<file path="config.mk">
export PLATFORM = sky130hd
export DESIGN_NAME = intack_vec_gen
export DESIGN_NICKNAME = d
export VERILOG_FILES = /design/src/rtl/intack_pkg.sv /design/src/rtl/intack_route.sv /design/src/rtl/intack_side.sv /design/src/rtl/intack_vec_gen.sv
export SDC_FILE = /design/constraint.sdc
export NUM_CORES = 1
export LEC_CHECK = 0
export ABC_AREA = 1
export ABC_CLOCK_PERIOD_IN_PS = 1000
export BUFFER_PORTS_ARGS = -buffer_cell sky130_fd_sc_hd__buf_2
export CAP_MARGIN = 20
export CORE_MARGIN = 2
export CORE_UTILIZATION = 45
export DETAILED_ROUTE_END_ITERATION = 16
export PLACE_DENSITY_LB_ADDON = 0.2
export SYNTH_ARGS = -nofsm -noshare
export SYNTH_HDL_FRONTEND = slang
export SYNTH_SLANG_ARGS = --single-unit
</file>
<file path="constraint.sdc">
create_clock -name clk -period 1 [get_ports clk]
set_input_delay 0.1 -clock clk [delete_from_list [all_inputs] [get_ports clk]]
set_output_delay 0.1 -clock clk [all_outputs]
set_load 0.005 [all_outputs]
</file>
<file path="src/rtl/intack_pkg.sv">
package intack_pkg;
  localparam int LINE_W = 3;
  localparam int NLINES = 1 << LINE_W;
  localparam int VEC_W  = 8;
  localparam int BASE_W = VEC_W - LINE_W;
  localparam int NCTL   = 2;
  localparam int MST    = 0;
  localparam int SLV    = 1;

  typedef struct packed {
    logic              ack;
    logic [LINE_W-1:0] line;
    logic [NLINES-1:0] set_isr;
    logic [NLINES-1:0] clr_irr;
    logic              rot_we;
    logic [LINE_W-1:0] rot_base;
  } ack_upd_t;
endpackage

</file>
<file path="src/rtl/intack_route.sv">
module intack_route
  import intack_pkg::*;
#(
  parameter int CASC_LINE = 2,
  parameter int SPUR_LINE = NLINES - 1
) (
  input  logic              mst_vld,
  input  logic [LINE_W-1:0] mst_line,
  input  logic              slv_vld,
  input  logic [LINE_W-1:0] slv_line,
  input  logic [BASE_W-1:0] mst_base,
  input  logic [BASE_W-1:0] slv_base,
  output logic [VEC_W-1:0]  vec,
  output logic              take_mst,
  output logic              take_slv
);
  localparam logic [LINE_W-1:0] CASC = LINE_W'(CASC_LINE);
  localparam logic [LINE_W-1:0] SPUR = LINE_W'(SPUR_LINE);

  always_comb begin
    take_mst = 1'b0;
    take_slv = 1'b0;
    vec      = {mst_base, SPUR};
    if (mst_vld) begin
      take_mst = 1'b1;
      if (mst_line == CASC) begin
        if (slv_vld) begin
          take_slv = 1'b1;
          vec      = {slv_base, slv_line};
        end else begin
          vec      = {slv_base, SPUR};
        end
      end else begin
        vec = {mst_base, mst_line};
      end
    end
  end
endmodule

</file>
<file path="src/rtl/intack_side.sv">
module intack_side
  import intack_pkg::*;
(
  input  logic              ack_en,
  input  logic [LINE_W-1:0] line,
  input  logic              auto_eoi,
  input  logic              rot_eoi,
  input  logic [NLINES-1:0] level,
  output ack_upd_t          upd
);
  logic [NLINES-1:0] line_oh;

  always_comb begin
    line_oh      = '0;
    line_oh[line] = 1'b1;
    upd          = '0;
    if (ack_en) begin
      upd.ack     = 1'b1;
      upd.line    = line;
      upd.clr_irr = line_oh & ~level;
      if (auto_eoi) begin
        if (rot_eoi) begin
          upd.rot_we   = 1'b1;
          upd.rot_base = line + LINE_W'(1);
        end
      end else begin
        upd.set_isr = line_oh;
      end
    end
  end
endmodule

</file>
<file path="src/rtl/intack_vec_gen.sv">
module intack_vec_gen
  import intack_pkg::*;
#(
  parameter int CASC_LINE = 2,
  parameter int SPUR_LINE = NLINES - 1
) (
  input  logic              clk,
  input  logic              rst_n,
  input  logic              ack_req,
  input  logic              mst_vld,
  input  logic [LINE_W-1:0] mst_line,
  input  logic              slv_vld,
  input  logic [LINE_W-1:0] slv_line,
  input  logic [BASE_W-1:0] mst_base,
  input  logic [BASE_W-1:0] slv_base,
  input  logic              mst_auto_eoi,
  input  logic              mst_rot_eoi,
  input  logic              slv_auto_eoi,
  input  logic              slv_rot_eoi,
  input  logic [NLINES-1:0] mst_level,
  input  logic [NLINES-1:0] slv_level,
  output logic [VEC_W-1:0]  vec_out,
  output logic              vec_done,
  output logic              mst_ack,
  output logic [LINE_W-1:0] mst_ack_line,
  output logic [NLINES-1:0] mst_set_isr,
  output logic [NLINES-1:0] mst_clr_irr,
  output logic              mst_rot_we,
  output logic [LINE_W-1:0] mst_rot_base,
  output logic              slv_ack,
  output logic [LINE_W-1:0] slv_ack_line,
  output logic [NLINES-1:0] slv_set_isr,
  output logic [NLINES-1:0] slv_clr_irr,
  output logic              slv_rot_we,
  output logic [LINE_W-1:0] slv_rot_base
);
  logic [VEC_W-1:0]  route_vec;
  logic              take_mst, take_slv;
  logic [NCTL-1:0]   side_en;
  logic [LINE_W-1:0] side_line [NCTL];
  logic [NCTL-1:0]   side_aeoi, side_rot;
  logic [NLINES-1:0] side_level [NCTL];
  ack_upd_t          upd_d [NCTL];
  ack_upd_t          upd_q [NCTL];
  logic [VEC_W-1:0]  vec_d, vec_q;
  logic              done_d, done_q;

  intack_route #(.CASC_LINE(CASC_LINE), .SPUR_LINE(SPUR_LINE)) u_route (
    .mst_vld  (mst_vld),
    .mst_line (mst_line),
    .slv_vld  (slv_vld),
    .slv_line (slv_line),
    .mst_base (mst_base),
    .slv_base (slv_base),
    .vec      (route_vec),
    .take_mst (take_mst),
    .take_slv (take_slv)
  );

  assign side_en[MST]    = ack_req & take_mst;
  assign side_en[SLV]    = ack_req & take_slv;
  assign side_line[MST]  = mst_line;
  assign side_line[SLV]  = slv_line;
  assign side_aeoi       = {slv_auto_eoi, mst_auto_eoi};
  assign side_rot        = {slv_rot_eoi, mst_rot_eoi};
  assign side_level[MST] = mst_level;
  assign side_level[SLV] = slv_level;

  for (genvar g = 0; g < NCTL; g++) begin : g_side
    intack_side u_side (
      .ack_en   (side_en[g]),
      .line     (side_line[g]),
      .auto_eoi (side_aeoi[g]),
      .rot_eoi  (side_rot[g]),
      .level    (side_level[g]),
      .upd      (upd_d[g])
    );
  end

  // next state: vector captured only on a strobe, done follows the strobe
  always_comb begin
    vec_d  = vec_q;
    done_d = ack_req;
    if (ack_req) vec_d = route_vec;
  end

  always_ff @(posedge clk or negedge rst_n) begin
    if (!rst_n) begin
      vec_q  <= '0;
      done_q <= 1'b0;
      for (int i = 0; i < NCTL; i++) upd_q[i] <= '0;
    end else begin
      vec_q  <= vec_d;
      done_q <= done_d;
      for (int i = 0; i < NCTL; i++) upd_q[i] <= upd_d[i];
    end
  end

  assign vec_out      = vec_q;
  assign vec_done     = done_q;
  assign mst_ack      = upd_q[MST].ack;
  assign mst_ack_line = upd_q[MST].line;
  assign mst_set_isr  = upd_q[MST].set_isr;
  assign mst_clr_irr  = upd_q[MST].clr_irr;
  assign mst_rot_we   = upd_q[MST].rot_we;
  assign mst_rot_base = upd_q[MST].rot_base;
  assign slv_ack      = upd_q[SLV].ack;
  assign slv_ack_line = upd_q[SLV].line;
  assign slv_set_isr  = upd_q[SLV].set_isr;
  assign slv_clr_irr  = upd_q[SLV].clr_irr;
  assign slv_rot_we   = upd_q[SLV].rot_we;
  assign slv_rot_base = upd_q[SLV].rot_base;


  p_done_after_req_r5: assert property (@(posedge clk) disable iff (!rst_n)
    ack_req |=> vec_done);

  p_vec_hold_r5: assert property (@(posedge clk) disable iff (!rst_n)
    !ack_req |=> $stable(vec_out));

  p_quiet_r10: assert property (@(posedge clk) disable iff (!rst_n)
    !ack_req |=> (!vec_done && !mst_ack && !slv_ack && !mst_rot_we && !slv_rot_we));

  p_slave_needs_cascade_r2: assert property (@(posedge clk) disable iff (!rst_n)
    slv_ack |-> (mst_ack && mst_ack_line == LINE_W'(CASC_LINE)));

  p_isr_onehot_r6: assert property (@(posedge clk) disable iff (!rst_n)
    $onehot0(mst_set_isr) && $onehot0(slv_set_isr));

  p_aeoi_no_isr_r7: assert property (@(posedge clk) disable iff (!rst_n)
    (ack_req && mst_auto_eoi) |=> (mst_set_isr == '0));

  p_level_kept_r8: assert property (@(posedge clk) disable iff (!rst_n)
    ack_req |=> ((mst_clr_irr & $past(mst_level)) == '0));
endmodule

</file>
### Yosys cells after proc, flatten, opt, wreduce, memory -nomap -nowiden

Index checks and enable logic that the tools add are counted.
Widths: inputs -> output; s select.

| storage, ports and cells | value |
|---|---|
| flip-flop bits (word level) | 57 |
| bits of input ports | 41 |
| output and inout bits | 57 |
| logic and storage cells | 48 |

| cells by class | value |
|---|---|
| add/subtract/negate cells | 2 |
| $lt $le $gt $ge | 4 |
| eq/ne operators | 1 |
| mux-type cells | 19 |
| bitwise operators | 6 |
| reductions and logical operators | 2 |

Operator list:

| cell | count |
|---|---|
| $mux 24 | 2 |
| $mux 8 | 4 |
| $and 8x8->8 | 2 |
| $mux 4 | 4 |
| $not 8->8 | 2 |
| $lt 3x4->1 const B | 2 |
| $add 3x1->3 const B | 2 |
| $demux 1 s3 | 2 |
| $ge 3x1->1 const B | 2 |
| $mux 1 | 6 |
| $eq 3x2->1 const B | 1 |
| $mux 3 | 1 |
| $and 1x1->1 | 2 |
| $logic_and 1x1->1 | 2 |

### Depth between registers and ports, before layout

Gate-level depths: netlist of run 1.

| depth | value |
|---|---|
| word-level depth | 6 |
| gate-level depth with buffers | 8 |
| mapped depth without buffers | 6 |

### Hierarchy

A second synthesis of run 1 with hierarchy kept.

| unflattened totals | value |
|---|---|
| cell total of the unflattened synthesis | 255 |
| area, all modules | 2301.0 µm² |

Modules (own cells, without submodules):

| module | times used | cells an instance | area an instance (µm²) | seq. area each (µm²) |
|---|---|---|---|---|
| intack_vec_gen | 1 | 87 | 1542.7 | 1426.4 |
| intack_side (g_side[1].u_side) | 1 | 67 | 286.5 | 0.0 |
| intack_side (g_side[0].u_side) | 1 | 66 | 281.5 | 0.0 |
| intack_route | 1 | 35 | 190.2 | 0.0 |

### Worst setup path before layout of run 1

OpenSTA, ideal clock, no wires.

| timing path | value |
|---|---|
| kind | input port to flip-flop |
| start | in mst_line[0] |
| end | reg slv_clr_irr[0] (netlist name) |
| library setup time | 0.080 ns |
| arrival time | 0.994 ns |
| data required time | 0.920 ns |
| setup slack | -0.074 ns |
| cell stages on the path | 8 |
| buffers on the path | 2 |
| path through | inv_1 -> ha_1 -> buf_4 -> inv_2 -> nor2_8 -> nand3_4 -> buf_6 -> nor3_2 |

RTL lines:

| item | line | text |
|---|---|---|
| start: declaration | intack_vec_gen.sv:11 | `input logic [LINE_W-1:0] mst_line,` |

### Final worst setup path of run 1

| timing path | value |
|---|---|
| start | reg vec_q[6] (netlist: vec_out[6]) |
| end | out vec_out[6] |

RTL lines:

| item | line | text |
|---|---|---|
| start: declaration | intack_vec_gen.sv:45 | `logic [VEC_W-1:0] vec_d, vec_q;` |
| start signal: assignment | intack_vec_gen.sv:93 | `vec_q <= vec_d;` |
| end: declaration | intack_vec_gen.sv:22 | `output logic [VEC_W-1:0] vec_out,` |

No word-level cell between the ends.

==> flow_summary.yaml, run 1 <==
placed_design:
  post-dp-hpwl_microns: 3490
  portBuffers: 97
  dp.cells: 374
  place_congestion: 0.783
  place_ws_ns: -0.105
  place_area_sq_mm: 0.00288
timing:
  slew_headroom: 0.803
  fin_crit_ns: 0.932
  fin_ws_ns: 0.0676
  fin_crit_sh: 0.932
  skew_ns: 0
  slew_violations: 0
  hold_violations: 0
  fmax_mhz: 1070
  worst_pin_slew_ns: 0.296
  rsz0062_at_grt: "no"
  whs_ns: 0.0517
  setup_viol: 0
clock_tree:
  clk_latency_ns: 0.32
  cts-resized-gates: 0
  cts_tree: "built"
  cts_sinks: 57
  cts_max_level: 3
  clockBufferDepth: 2
  clkTransAtPathRegs_ns: 0.06
  root_buffer: "clkbuf_8"
  numCtsBuffers: 9
power_and_ir_drop:
  power.leakage_nw: 1.83
  ir_drop_mv: 0.848
  powerDensity_mw_per_mm2: 1550
hold_path:
  min_path_type: "in2reg"
  holdPathStages: 3
  hp-start: "slv_rot_eoi"
  min_to: "slv_rot_base[0]$_DFF_PN0_"
synth:
  synth_top_family_by_area: "simple AND/OR/NAND/NOR gates"
  yosysUniqueCellTypes: 23
  netlist_area_sq_mm: 0.00224
  synth-xor-area-share: 0.00781
  syn-num-nets: 250
  ys_seq_area_frac: 0.636
  ys_ff_latch: 57
  synthAdderAreaFrac: 0.0167
  yosys.area_share.simple: 0.267
  post_synth.cell_area_avg_sq_um: 10.9
  synthMuxAreaShare: 0
  yosys_warnings: 0
  synth_compound_area_frac: 0.00223
  synthCells: 206
setup_path:
  critPathKind: "reg2out"
  critPathLaunchType: "flip-flop"
  cp.arrival_ns: 0.83
  path_delay_family: "flip-flops"
  critical_path_peak_fanout: 2
  crit_path_top_delay_cell: "dfrtp_1"
  regToRegEndpoint: "vec_out[0]$_DFFE_PN0P_"
  path_cells: "buf_2"
  r2r-start: "vec_out[0]$_DFFE_PN0P_"
  critPathBufInv: 1
  end_kind: "output port"
  rrSetupSlack_ns: 0.14
  ff2ff_path_depth: 3
  slowest_delay_ns: 0.38
  crit_required_ns: 0.90
cells_and_area:
  antenna_cells: 0
  final_util: 0.684
  n_fill_cell: 399
  mostFrequentLayoutCell: "buf_2"
  syn2layout_area_growth_pct: 45.1
  mostFrequentLayoutCells: "buf_2 (97), dfrtp_1 (57), nor2_1 (24), nand3_1 (24), nand2_1 (23)"
  fin_area_sq_mm: 0.00325
  fin_cells: 407
  fin_nets: 379
  drive_gt1_frac: 0.438
drt:
  wirelength_microns: 5020
  vias_per_cell: 4.51
  first_pass_iters: 4
  ant_nets: 0
  vias: 1835
  drc_errors: 0
  wl_per_cell_microns: 12.3
  drtIter0Drc: 84
global_routing:
  grtUsageTotal: 0.194
  grt_pass1_wl_microns: 7830
  grt-ovfl-total: 0
  antenna_found_initial: 0
  grt_pass1_vias: 1793
  grt_max_degree: 58
floorplan:
  coreArea_sq_mm: 0.00475
  start_util: 0.472
  ios: 98
  dieWidth_microns: 74.6
  die_h_microns: 74.6
  row_count: 25
  dieArea_sq_mm: 0.00556
outcome:
  status: "complete, no violations"
flow_run:
  drv_cap: 0
[stage by stage]
stage | total power, mW | TNS, ns
6_report | 5.05 | 0
5_1_grt | 5.25 | 0
4_1_cts | 5.10 | 0
3_5_place_dp | 2.89 | -1.31
3_3_place_gp | 2.89 | -0.606
2_1_floorplan | 2.62 | 0
[report_power, final]
part / internal (mW) / switching, mW / total, mW
sequential: 2.36 / 0.0203 / 2.38
clock: 1.28 / 0.876 / 2.15
combinational: 0.237 / 0.281 / 0.518
total: 3.87 / 1.18 / 5.05
[cells by family (layout without fill, tap and decap cells)]
family,Yosys count,count (layout)
compound gates,1,1
fa+ha+maj,3,3
simple gates,111,111
xor+xnor,2,2
flops,57,57
buf+inv,32,166
[routing by layer]
metal	vias up	GRT usage	wire (microns)	share of wire
met4	0	0.111	87	0.017
met5	-	0	0	0
met1	853	0.221	2030	0.40
met3	7	0.0610	367	0.073
li1	913	-	-	-
met2	62	0.323	2530	0.50
[final cells by class]
class	instances	area, sq um	share of cell area
clock inverter	5	53.8	0.0165
clock buffer	11	151	0.0465
multi-input combinational	117	671	0.206
sequential	57	1430	0.438
inverter	25	105	0.0323
timing repair buffer	125	763	0.235
tap	67	83.8	0.0258
[timing repair]
item,4_1_cts,5_1_grt
setup buffers,0,0
hold buffers,17,0
hold endpoints to repair,73,0
[synth_stat cells]
master   instances  area [sq um]
dfrtp_1         57          1430
nand3_1         24           120
nor2_1          24          90.1
nand2_1         23          86.3
inv_1           22          82.6
nor3_1          13          65.1
nor2_2           8          50.1
nand4_1          6          37.5
nor3_2           6          60.1
buf_6            3          33.8
ha_1             3          37.5
buf_2            2          10.0
buf_4            2          15.0
inv_2            2          7.51
or2_2            2          12.5
xnor2_1          2          17.5
a21oi_1          1          5.00
inv_6            1          8.76
nand2_4          1          11.3
nand3_4          1          17.5
nand4_4          1          21.3
nor2_8           1          20.0
or2_1            1          6.26
[sequential cells by signal, summed over array words and instances, names as in the netlist]
| register | flops |
|---|---|
| mst_set_isr | 8 |
| slv_set_isr | 8 |
| mst_rot_base | 3 |
| slv_clr_irr | 8 |
| mst_ack_line | 3 |
| slv_rot_we | 1 |
| mst_rot_we | 1 |
| mst_ack | 1 |
| vec_out | 8 |
| slv_rot_base | 3 |
| mst_clr_irr | 8 |
| vec_done | 1 |
| slv_ack | 1 |
| slv_ack_line | 3 |
[worst max-delay path by stage]
stage | endpoint | start | slack [ns] | cells past startpoint
floorplan | slv_clr_irr[0]$_DFF_PN0_ | mst_line[0] | 0.003 | 8
global placement | slv_clr_irr[1]$_DFF_PN0_ | mst_line[0] | -0.08 | 7
detailed placement | slv_clr_irr[1]$_DFF_PN0_ | mst_line[0] | -0.11 | 7
CTS | vec_out[6] | vec_out[6]$_DFFE_PN0P_ | 0.05 | 1
global route | vec_out[6] | vec_out[6]$_DFFE_PN0P_ | 0.03 | 1
finish | vec_out[6] | vec_out[6]$_DFFE_PN0P_ | 0.07 | 1
(Power assumes the default switching activity.)
==> run 2: changes to the inputs <==
CORE_ASPECT_RATIO = 1.75   (was unset)
CORE_UTILIZATION = 47   (was 45)
==> flow_summary.yaml, run 2 (synthesis results as in run 1) <==
outcome:
  status: "complete, no violations"
setup_path:
  crit_path_top_delay_cell: "dfrtp_1"
  rrSetupSlack_ns: 0.13
  critical_path_peak_fanout: 2
  end_kind: "output port"
  r2r-start: "vec_out[1]$_DFFE_PN0P_"
  ff2ff_path_depth: 3
  path_delay_family: "flip-flops"
  crit_required_ns: 0.90
  regToRegEndpoint: "vec_out[1]$_DFFE_PN0P_"
  critPathKind: "reg2out"
  path_cells: "buf_2"
  critPathBufInv: 1
  slowest_delay_ns: 0.39
  critPathLaunchType: "flip-flop"
  cp.arrival_ns: 0.86
floorplan:
  die_h_microns: 95.4
  start_util: 0.485
  row_count: 33
  ios: 98
  coreArea_sq_mm: 0.00462
  dieWidth_microns: 56.2
  dieArea_sq_mm: 0.00536
global_routing:
  grt_pass1_vias: 1893
  grt_max_degree: 58
  grt-ovfl-total: 0
  grt_pass1_wl_microns: 8690
  grtUsageTotal: 0.216
  antenna_found_initial: 0
drt:
  first_pass_iters: 4
  wirelength_microns: 5340
  wl_per_cell_microns: 13.6
  vias: 1916
  drc_errors: 0
  vias_per_cell: 4.88
  ant_nets: 0
  drtIter0Drc: 28
placed_design:
  place_congestion: 0.823
  dp.cells: 361
  post-dp-hpwl_microns: 3890
  portBuffers: 97
  place_area_sq_mm: 0.00288
flow_run:
  drv_cap: 0
hold_path:
  hp-start: "slv_auto_eoi"
  min_to: "slv_rot_base[0]$_DFF_PN0_"
  holdPathStages: 3
  min_path_type: "in2reg"
clock_tree:
  numCtsBuffers: 9
  clockBufferDepth: 2
  cts_setup_buffers: 0
  cts_tree: "built"
  clkTransAtPathRegs_ns: 0.06
  root_buffer: "clkbuf_8"
  clk_latency_ns: 0.33
  cts_max_level: 3
  cts_sinks: 57
  cts_hold_buf: 17
  cts-resized-gates: 0
timing:
  worst_pin_slew_ns: 0.298
  slew_headroom: 0.801
  setup_viol: 0
  fmax_mhz: 1050
  tns_ns: 0
  hold_violations: 0
  fin_crit_sh: 0.956
  rsz0062_at_grt: "no"
  fin_crit_ns: 0.956
  slew_violations: 0
  skew_ns: 0
cells_and_area:
  fin_area_sq_mm: 0.00326
  antenna_cells: 0
  syn2layout_area_growth_pct: 45.4
  mostFrequentLayoutCells: "buf_2 (97), dfrtp_1 (57), nor2_1 (24), nand3_1 (24), nand2_1 (23)"
  drive_gt1_frac: 0.440
  fin_nets: 381
  mostFrequentLayoutCell: "buf_2"
  fin_cells: 393
  n_fill_cell: 367
power_and_ir_drop:
  total_power_mw: 5.17
  powerDensity_mw_per_mm2: 1590
  power.leakage_nw: 1.84
  ir_drop_mv: 1.40
## run 2: changes by cell type in the layout (fill, tap and decap cells not counted)
| cell | change |
|---|---|
| clkbuf_8 | +2 |
| buf_4 | +2 |
| clkinv_2 | -2 |
| clkinv_4 | -1 |
## run 2: report_power, final
part | internal (mW) | switching, mW
Combinational | 0.242 | 0.286
Clock | 1.40 | 0.857
Sequential | 2.36 | 0.0220
## run 2: worst max-delay path by stage
stage                                 from                        to  slack [ns]  cells after the start
finish              vec_out[5]$_DFFE_PN0P_                vec_out[5]        0.04                      1
detailed placement             mst_line[0]  slv_clr_irr[1]$_DFF_PN0_       -0.14                      7
global placement               mst_line[0]  slv_clr_irr[1]$_DFF_PN0_       -0.07                      7
CTS                 vec_out[6]$_DFFE_PN0P_                vec_out[6]        0.03                      1
floorplan                      mst_line[0]  slv_clr_irr[0]$_DFF_PN0_       0.003                      8
global route        vec_out[6]$_DFFE_PN0P_                vec_out[6]        0.01                      1
## run 2: final cells by class
cell class / instances / area, sq um / area share
timing repair buffer: 127 / 778 / 0.239
tap: 52 / 65.1 / 0.0200
clock inverter: 2 / 35.0 / 0.0107
clock buffer: 13 / 179 / 0.0549
inverter: 25 / 105 / 0.0322
multi-input combinational: 117 / 671 / 0.206
sequential: 57 / 1430 / 0.438
## run 2: per-stage QoR
step                utilization  worst slack (ns)  hold slack (ns)
floorplan                     -           0.00330           -0.196
global placement          0.622           -0.0746            0.118
detailed placement        0.622            -0.142            0.124
CTS                       0.705            0.0308           0.0329
global route              0.705            0.0113           0.0495
finish                    0.705            0.0444           0.0436
## run 2: worst register-to-register path, stage by stage, from the launching register on
cell and delay (ns):
dfrtp_1 0.38, or2_2 0.27, nand2_1 0.06, nor2_1 0.04
## run 2: per-layer routing
layer  track usage  part of all wire  vias to the layer above  routed length [microns]
met4        0.0952             0.023                        0                      121
met3        0.0665             0.062                       12                      329
li1              -                 -                      918                        -
met2         0.392              0.56                       83                     3000
met5             0                 0                        -                        0
met1         0.227              0.35                      903                     1880
==> run 3: changes to the inputs <==
BUFFER_PORTS_ARGS = -buffer_cell sky130_fd_sc_hd__clkbuf_2   (was -buffer_cell sky130_fd_sc_hd__buf_2)
CTS_CLUSTER_SIZE = 14   (was unset)
SYNTH_HIERARCHICAL = 1   (was unset)
==> flow_summary.yaml, run 3 <==
outcome:
  status: "complete, no violations"
setup_path:
  cp.arrival_ns: 0.84
  path_cells: "clkbuf_2"
  critPathBufInv: 1
  regToRegEndpoint: "vec_out[6]$_DFFE_PN0P_"
  ff2ff_path_depth: 2
  crit_required_ns: 0.90
  r2r-start: "vec_out[6]$_DFFE_PN0P_"
  critical_path_peak_fanout: 2
  end_kind: "output port"
  critPathLaunchType: "flip-flop"
  rrSetupSlack_ns: 0.37
  crit_path_top_delay_cell: "dfrtp_1"
  path_delay_family: "flip-flops"
  critPathKind: "reg2out"
  slowest_delay_ns: 0.39
placed_design:
  portBuffers: 97
  place_congestion: 0.804
  place_ws_ns: -0.260
  post-dp-hpwl_microns: 3940
timing:
  whs_ns: 0.0478
  rsz0062_at_grt: "no"
  fin_crit_ns: 0.944
  fmax_mhz: 1060
  fin_ws_ns: 0.0563
  worst_pin_slew_ns: 0.295
  setup_viol: 0
  skew_ns: 0
  slew_headroom: 0.803
  hold_violations: 0
  slew_violations: 0
  fin_crit_sh: 0.944
drt:
  wl_met2_microns: 3100
  wirelength_microns: 5520
  routed.top_layer: "met4"
  vias_per_cell: 4.53
  vias: 2006
  wl_met3_microns: 306
  first_pass_iters: 4
  ant_nets: 0
  drc_errors: 0
  wl_met1_microns: 1920
  wl_per_cell_microns: 12.5
  drtIter0Drc: 41
synth:
  ys_top_cells_by_count: "nand2_1 (76), dfrtp_1 (57), inv_1 (43)"
  ys_ff_latch: 57
  ys_async_sr_fraction: 1.00
  yosysUniqueCellTypes: 17
  netlist_area_sq_mm: 0.00230
  synth_top_cell_by_area: "dfrtp_1"
  dominantRegCellSynth: "dfrtp_1"
  ys_seq_area_frac: 0.620
  synth-edff-count: 0
  synth.most_common_cell: "nand2_1"
  yosys_warnings: 6
  post_synth.cell_area_avg_sq_um: 9.02
  synthCells: 255
  synth.top_cells.by_area: "dfrtp_1 (62%), nand2_1 (12%), inv_1 (7.0%)"
  syn-num-nets: 298
  synth_top_area_share: 0.620
clock_tree:
  cts_max_level: 3
  numCtsBuffers: 9
  clk_latency_ns: 0.33
  cts_tree: "built"
  cts_setup_buffers: 0
  clockBufferDepth: 2
  cts_sinks: 57
  root_buffer: "clkbuf_8"
  clkTransAtPathRegs_ns: 0.07
global_routing:
  grt_max_degree: 58
  grtUsageTotal: 0.214
  antenna_found_initial: 0
  grt-ovfl-total: 0
  grt_pass1_vias: 2003
  grt_pass1_wl_microns: 8680
floorplan:
  row_count: 33
  die_h_microns: 96.6
  coreArea_sq_mm: 0.00471
  dieArea_sq_mm: 0.00549
  ios: 98
  start_util: 0.489
  dieWidth_microns: 56.9
hold_path:
  hp-start: "slv_line[0]"
  min_path_type: "in2reg"
  holdPathStages: 2
  min_to: "slv_rot_base[0]$_DFF_PN0_"
cells_and_area:
  syn2layout_area_growth_pct: 43.9
  antenna_cells: 0
  mostFrequentLayoutCells: "clkbuf_2 (97), nand2_1 (76), dfrtp_1 (57), inv_1 (42), nor2_1 (41)"
  mostFrequentLayoutCell: "clkbuf_2"
  fin_nets: 429
  drive_gt1_frac: 0.348
power_and_ir_drop:
  powerDensity_mw_per_mm2: 1660
  ir_drop_mv: 1.58
  power.leakage_nw: 2.03
flow_run:
  drv_cap: 0
[run 3: changes by cell type after synthesis, moves of 7 or more]
cell     delta
nand2_1    +53
inv_1      +21
nor2_1     +17
nor3_1     -13
nand3_1     -8
nor2_2      -7
[run 3: worst max path at each step]
stage	startpoint	to	slack [ns]	cells past startpoint
floorplan	mst_vld	slv_clr_irr[3]$_DFF_PN0_	-0.007	11
global placement	mst_vld	slv_clr_irr[3]$_DFF_PN0_	-0.19	11
detailed placement	mst_vld	slv_clr_irr[3]$_DFF_PN0_	-0.26	11
CTS	vec_out[6]$_DFFE_PN0P_	vec_out[6]	0.03	1
global route	vec_out[6]$_DFFE_PN0P_	vec_out[6]	0.02	1
finish	vec_out[6]$_DFFE_PN0P_	vec_out[6]	0.06	1
[run 3: logic make-up after synthesis]
| logic type | count (synthesis) | synth area share |
|---|---|---|
| adders and majority gates | 2 | 0.0109 |
| and+or+nand+nor | 140 | 0.262 |
| DFF | 57 | 0.620 |
| buffers and inverters | 53 | 0.101 |
| AOI/OAI and AO/OA | 3 | 0.00652 |
[run 3: layout make-up]
type | count | area, sq um
flip-flops and latches | 57 | 1430
fillers | 379 | 1400
repair buffers | 127 | 763
multi-input cells | 145 | 642
inverters | 46 | 173
clock buffers | 9 | 124
clock inverters | 7 | 119
well taps | 52 | 65.1
[run 3: per-stage QoR]
stage	util	total power [mW]	cells	area, sq um	TNS [ns]
finish	0.704	5.49	443	3310	0
global placement	0.618	2.89	411	2910	-3.07
CTS	0.704	5.54	443	3310	0
global route	0.704	5.71	443	3310	0
detailed placement	0.618	2.91	411	2910	-3.90
floorplan	-	2.62	255	2300	-0.00679
[run 3: report_power, final]
group | total, mW | switching (mW) | internal (mW)
clock | 2.58 | 0.928 | 1.65
sequential | 2.38 | 0.0257 | 2.36
combinational | 0.525 | 0.290 | 0.235
[run 3: layer usage]
layer | vias to the layer above | track usage
met3 | 19 | 0.0453
met1 | 899 | 0.207
met5 | - | 0
met2 | 84 | 0.397
li1 | 1004 | -
met4 | 0 | 0.147
[run 3: what timing repair did]
action,in CTS,in global routing
resized for setup,0,1
endpoints found under the hold margin,72,0
endpoints found under the setup margin,0,6
hold buffers,16,0
